### config.mk
export PLATFORM = sky130hd
export DESIGN_NAME = param_crc_engine
export DESIGN_NICKNAME = d
export VERILOG_FILES = /design/src/rtl/param_crc_engine.sv
export SDC_FILE = /design/constraint.sdc
export NUM_CORES = 1
export LEC_CHECK = 0
export BUFFER_PORTS_ARGS = -buffer_cell sky130_fd_sc_hd__buf_2
export CAP_MARGIN = 40
export CORE_MARGIN = 4
export CORE_UTILIZATION = 46
export CTS_BUF_LIST = sky130_fd_sc_hd__clkbuf_4 sky130_fd_sc_hd__clkbuf_8 sky130_fd_sc_hd__clkbuf_16
export DETAILED_ROUTE_END_ITERATION = 16
export PLACE_DENSITY = 0.67
export SETUP_SLACK_MARGIN = 0.05
export SLEW_MARGIN = 25
export SYNTH_ARGS = -nofsm -noshare
export SYNTH_HDL_FRONTEND = slang
export SYNTH_SLANG_ARGS = --single-unit
### constraint.sdc
create_clock -name clk -period 3.9 [get_ports clk]
set_input_delay 0.78 -clock clk [delete_from_list [all_inputs] [get_ports clk]]
set_output_delay 0.78 -clock clk [all_outputs]
set_load 0.01 [all_outputs]
### src/rtl/param_crc_engine.sv
module param_crc_engine #(
  parameter int AW = 16,
  parameter logic [15:0] SEED = 16'hFFFF
) (
  input  logic          clk,
  input  logic          rst_n,
  input  logic          start,
  input  logic [AW-1:0] start_addr,
  input  logic [AW-1:0] byte_count,
  input  logic [AW-1:0] wb_addr,
  input  logic          wb_enable,
  output logic          busy,
  output logic          done,
  output logic [15:0]   crc,
  output logic          mem_rd_en,
  output logic [AW-1:0] mem_addr,
  input  logic [7:0]    mem_rd_data,
  output logic          mem_wr_en,
  output logic [7:0]    mem_wr_data
);

  typedef enum logic [2:0] {
    S_IDLE, S_RHI, S_RLO, S_PAIR, S_WHI, S_WLO, S_DONE
  } state_t;

  state_t        st;
  logic [AW-1:0] ptr, remain, wb_a;
  logic          wb_on;
  logic [7:0]    hi_q;
  logic [15:0]   crc_q;

  function automatic logic [15:0] fold(input logic [15:0] p, input logic [15:0] v);
    logic [15:0] d, a, b;
    d = p ^ v;
    a = {12'h000, d[3:0]};
    b = {12'h000, d[7:4] ^ d[3:0]};
    return (p >> 8) ^ (a << 3) ^ (a << 8) ^ b ^ (b << 7) ^ (b << 12);
  endfunction

  wire state_t post = wb_on ? S_WHI : S_DONE;
  wire last_odd = (remain == AW'(1));

  always_ff @(posedge clk or negedge rst_n) begin
    if (!rst_n) begin
      st     <= S_IDLE;
      ptr    <= '0;
      remain <= '0;
      wb_a   <= '0;
      wb_on  <= 1'b0;
      hi_q   <= '0;
      crc_q  <= SEED;
    end else begin
      case (st)
        S_IDLE: if (start) begin
          ptr    <= start_addr;
          remain <= byte_count;
          wb_a   <= wb_addr;
          wb_on  <= wb_enable;
          crc_q  <= SEED;
          if (byte_count == '0) st <= wb_enable ? S_WHI : S_DONE;
          else                  st <= S_RHI;
        end
        S_RHI: st <= S_RLO;
        S_RLO: begin
          hi_q <= mem_rd_data;
          if (last_odd) begin
            crc_q  <= fold(crc_q, {mem_rd_data, 8'h00});
            remain <= '0;
            st     <= post;
          end else begin
            st <= S_PAIR;
          end
        end
        S_PAIR: begin
          crc_q  <= fold(crc_q, {hi_q, mem_rd_data});
          ptr    <= ptr + AW'(2);
          remain <= remain - AW'(2);
          st     <= (remain == AW'(2)) ? post : S_RHI;
        end
        S_WHI:  st <= S_WLO;
        S_WLO:  st <= S_DONE;
        S_DONE: st <= S_IDLE;
        default: st <= S_IDLE;
      endcase
    end
  end

  assign busy        = (st != S_IDLE);
  assign done        = (st == S_DONE);
  assign crc         = crc_q;
  assign mem_rd_en   = (st == S_RHI) || (st == S_RLO && !last_odd);
  assign mem_wr_en   = (st == S_WHI) || (st == S_WLO);
  assign mem_wr_data = (st == S_WHI) ? crc_q[15:8] : crc_q[7:0];
  assign mem_addr    = (st == S_WHI) ? wb_a :
                       (st == S_WLO) ? wb_a + AW'(1) :
                       (st == S_RLO) ? ptr + AW'(1) : ptr;

endmodule

# Yosys cells after proc, flatten, opt, wreduce, memory -nomap -nowiden
# Cells that the tools add are included.
[word_totals] reg_bits=68 inputBits=60 output_inout_bits=44 elab_cells=65
[classes] addsub=4 eq_ne=10 n_mux=19 n_bitwise=14 n_reduce_logical=12
[op_table] op="16-bit two-way mux" count=8
[op_table] op="16-bit one-hot mux with 3 select lines" count=2
[op_table] op="16-bit by 1-bit adder with 16-bit output, second input constant" count=2
[op_table] op="16-bit one-hot mux with 2 select lines" count=1
[op_table] op="12-bit by 16-bit bitwise XOR with 16-bit output" count=2
[op_table] op="12-bit by 11-bit bitwise XOR with 12-bit output" count=2
[op_table] op="12-bit by 4-bit bitwise XOR with 12-bit output" count=2
[op_table] op="8-bit by 12-bit bitwise XOR with 12-bit output" count=2
[op_table] op="3-bit one-hot mux with 6 select lines" count=1
[op_table] op="16-bit by 2-bit adder with 16-bit output, second input constant" count=1
[op_table] op="16-bit by 1-bit equality test with 1-bit output, second input constant" count=1
[op_table] op="16-bit by 2-bit equality test with 1-bit output, second input constant" count=1
[op_table] op="16-bit logical NOT" count=1
[op_table] op="16-bit by 2-bit subtractor with 16-bit output, second input constant" count=1
[op_table] op="8-bit by 7-bit bitwise XOR with 8-bit output" count=2
[op_table] op="3-bit two-way mux" count=4
[op_table] op="3-bit equality test, second input constant" count=3
[op_table] op="8-bit two-way mux" count=1
[op_table] op="4-bit bitwise XOR" count=2
[op_table] op="8-bit by 1-bit bitwise XOR with 8-bit output, second input constant" count=1
[op_table] op="8-bit bitwise XOR" count=1
[op_table] op="3-bit by 2-bit equality test with 1-bit output, second input constant" count=2
[op_table] op="3-bit nonzero test" count=2
[op_table] op="2-bit two-way mux" count=2
[op_table] op="other kinds (9)" count=12

# Depth between registers and ports, before layout
[depth] ltp_word=8 depth_mapped=8 depth_no_buf=7

# Least setup slack after synthesis
# No wires, ideal clock.
[synth_timing] path_type="reg2out" from="register st[0]" to="output mem_wr_data[0]" t_arrival_ns=1.711 required_time_ns=3.120 setup_slack_ns=1.409 path_stages_with_launch=6 n_path_buf=3 path_cell_list="dfrtp_1 -> buf_2 -> buf_2 -> buf_1 -> nor2_1 -> mux2_2"
[synth_between] elab_chain_len=2
[synth_rtl] element="start: declaration" line_no="26" rtl="state_t st;"
[synth_rtl] element="start signal: assignment" line_no="60" rtl="if (byte_count == '0) st <= wb_enable ? S_WHI : S_DONE;"
[synth_rtl] element="start signal: assignment" line_no="69" rtl="st <= post;"
[synth_rtl] element="start signal: assignment" line_no="78" rtl="st <= (remain == AW'(2)) ? post : S_RHI;"
[synth_rtl] element="3-bit equality test" line_no="93" rtl="assign mem_wr_data = (st == S_WHI) ? crc_q[15:8] : crc_q[7:0];"
[synth_rtl] element="8-bit two-way mux" line_no="93"
[synth_rtl] element="end: declaration" line_no="19" rtl="output logic [7:0] mem_wr_data"
# Every way passes these cells.

# Final worst setup path
[layout_timing] from="register st[0]" to="output mem_addr[15]"
[layout_between] elab_chain_len=4 word_cells_on_any_way=6 classes_between="3 x eq/ne; 3 x mux"
[layout_rtl] element="3-bit by 2-bit equality test with 1-bit output"
[layout_rtl] element="16-bit two-way mux" line_no="96" rtl="(st == S_RLO) ? ptr + AW'(1) : ptr;"
[layout_rtl] element="16-bit two-way mux" line_no="95" rtl="(st == S_WLO) ? wb_a + AW'(1) :"
[layout_rtl] element="16-bit two-way mux *" line_no="94" rtl="assign mem_addr = (st == S_WHI) ? wb_a :"
[layout_rtl] element="end: declaration" line_no="16" rtl="output logic [AW-1:0] mem_addr,"
# Every way passes the cells marked *; elsewhere a longest branch is shown, timed or not.

==> results.cfg <==
[drt]
drc = 0
vias_per_cell = 5.61
drtAntennaViolNets = 0
drt_first_pass_iters = 5
routed_wl_um = 12700
drt_iter0_markers = 261
wl_per_cell_um = 16.0
vias = 4469

[synth]
yosysWarnings = 0
syn_area_mm2 = 0.00462
avgSynthCellArea_um2 = 8.16
synth-seq-area-share = 0.372
syn_inst = 567
synth_top_family_by_area = simple AND/OR/NAND/NOR gates
yosys.area_share.adder = 0.0108
synthSimpleGateAreaFrac = 0.249
syn-num-nets = 631
synthDistinctLibCells = 56
synth-seq-cells = 68
muxShareOfSynthArea = 0.0371
async_flop_share = 1.00
synth_edf_count = 0
synth_xor_area_frac = 0.104
synth_compound_area_frac = 0.186
ys.flop_type = dfrtp_1

[floorplan]
die_area_mm2 = 0.0117
fp.dieH_um = 108
io_pins = 104
core_area_mm2 = 0.00977
die_w_um = 108
start_util = 0.473
row_count = 36

[clock_network]
cts.sinks = 68
cts_buffer_depth = 2
clkSlewWorstSetupHoldPaths_ps = 90
clkLatencyLatePin_ps = 350
cts_setup_buffers = 0
cts-hold-fix-buffers = 0
cts-root-buf = clkbuf_8
cts_max_level = 3
cts_tree = yes
cts_buffers = 9
cts_resized = 0

[timing]
final-setup-viol-count = 0
worst_slack_ps = 595
min_period_over_period = 0.847
rsz0062_at_grt = no
fin_setup_tns_ps = 0
final_hold_viol_count = 0
fin_worst_skew_ps = 16.5
tightest_slew_ps = 823
max_freq_ghz = 0.303
fin_crit_ps = 3310
maxSlewHeadroom = 0.451
slew_violations = 0

[place]
gp_congestion = 0.860
dpl-instance-area_mm2 = 0.00525
portBuffers = 103
place_ws_ps = 996
post-dp-hpwl_um = 9290

[pwr]
power_density_mw_per_mm2 = 783
p_leak_uw = 0.00235
ir_worst_vdd_mv = 0.360
power.total_uw = 4270

[cells_and_area]
postLayoutCoreUtil = 0.558
finalInstanceArea_mm2 = 0.00546
layout.nets = 722
area_delta_synth_final_pct = 18.0
final_cell_mix = buf_2 (103), nand2_1 (102), nor2_1 (52), dfrtp_1 (52), o21ai_0 (50)
final_common_cell = buf_2
drive_gt1_frac = 0.247
n_antenna_cell = 0
nFillCells = 950

[critical_path]
max_stage_delay_ps = 760
cp-start-kind = flip-flop
reg2reg_setup_slack_ps = 1190
crit_path_end_kind = output port
path_buf_inv = 1
crit_top_cell = nand4_1
rr_startpoint = st[1]$_DFFE_PN0N_
worst_r2r_endpoint = crc[7]$_DFFE_PN1P_
cp.arrival_ps = 2530
worst-path-max-fanout = 19
path_cells = nand4_1 > nor3_1 > nand4_1 > xor2_1 > o21ai_0 > buf_2
ff2ff_path_depth = 6
crit_family = simple AND/OR/NAND/NOR gates
crit_required_ps = 3120
path_class = flip-flop to output port
worst_path_max_delay_cell = dfrtp_1

[run_status]
status = finished clean

[global_routing]
grtUsageTotal = 0.223
first_global_vias = 4339
grt_first_pass_wirelength_um = 20800
antenna_found_initial = 0
busiest_layer = met2
met1_usage = 0.298
grt_use_met2 = 0.367
grt-ovfl-total = 0
grt_max_degree = 45
met3_usage = 0.0466

[flow_run]
drv_cap = 0

[worst_hold_path]
holdCritPathClass = input pin to asynchronous set/reset pin
## worst register-to-register path, stage by stage, from the launching register on
cell and delay, ps:
dfrtp_1 710, nand2b_1 530, a21oi_1 420, a2bb2oi_2 360, buf_4 360, nor2_1 80, a31oi_1 170
## power by group
part / switching (µW) / total [µW] / internal, µW
registers: 443 / 1480 / 1030
logic: 1260 / 2190 / 934
clock network: 282 / 604 / 322
## flip-flops by register name (all words and copies together) (netlist names)
name / cells
remain: 16
st: 3
wb_a: 16
ptr: 16
crc: 16
wb_on: 1
## area by class of cell
type,instances,area (µm²),area share
Clock buffer,13,189,0.0346
Clock inverter,3,16.3,0.00298
Inverter,12,45.0,0.00825
Multi-Input combinational cell,452,2710,0.497
Sequential cell,68,1720,0.315
Tap cell,133,166,0.0305
Timing Repair Buffer,115,606,0.111
## stage by stage
step           hold WS, ps  instances
3_3_place_gp           465        780
5_1_grt                450        796
2_1_floorplan          446        567
4_1_cts                424        796
3_5_place_dp           465        780
6_report               425        796
## cells by family after synthesis
group | after synthesis
and+or+nand+nor | 241
AOI/OAI and AO/OA | 136
DFF | 68
xor gates and xnor gates | 55
buffers and inverters | 47
muxes | 16
adders and majority gates | 4
## how the worst max path moves through the flow
stage | endpoint | depth (start not counted) | slack, ps | startpoint
floorplan | mem_wr_data[0] | 5 | 1410 | st[0]$_DFFE_PN0N_
global placement | mem_addr[5] | 8 | 1040 | st[1]$_DFFE_PN0N_
detailed placement | mem_addr[15] | 6 | 1000 | st[0]$_DFFE_PN0N_
CTS | mem_addr[15] | 6 | 610 | st[0]$_DFFE_PN0N_
global route | mem_addr[15] | 6 | 280 | st[0]$_DFFE_PN0N_
finish | mem_addr[15] | 6 | 590 | st[0]$_DFFE_PN0N_
## metal layers
| layer | share of wire | wire, µm |
|---|---|---|
| met2 | 0.48 | 6130 |
| met4 | 0.012 | 149 |
| met3 | 0.060 | 766 |
| met5 | 0 | 0 |
| met1 | 0.45 | 5670 |
## synthesized netlist by cell type (all sizes together), types with 3 or more instances
library cell | count | area share
nand3 | 12 | 0.013
a221o | 5 | 0.011
nand2b | 6 | 0.0081
a22oi | 5 | 0.0081
xor2 | 25 | 0.047
o21a | 3 | 0.0049
mux2 | 9 | 0.022
xnor2 | 30 | 0.057
o2bb2ai | 5 | 0.0095
buf | 12 | 0.012
o22ai | 3 | 0.0041
dfrtp | 52 | 0.28
a211oi | 3 | 0.0049
o211ai | 3 | 0.0049
o21ai | 51 | 0.055
nand2 | 102 | 0.083
a31oi | 20 | 0.027
mux2i | 7 | 0.015
nor2 | 52 | 0.042
clkbuf | 23 | 0.019
and4 | 5 | 0.0095
inv | 12 | 0.0097
nor4 | 10 | 0.014
nor3 | 13 | 0.014
and3 | 10 | 0.014
o311ai | 3 | 0.0057
nand4 | 11 | 0.015
dfstp | 16 | 0.091
or3 | 5 | 0.0078
ha | 4 | 0.011
a21oi | 21 | 0.023
a32oi | 5 | 0.0095
No activity file was read; power rests on OpenSTA's default activity.
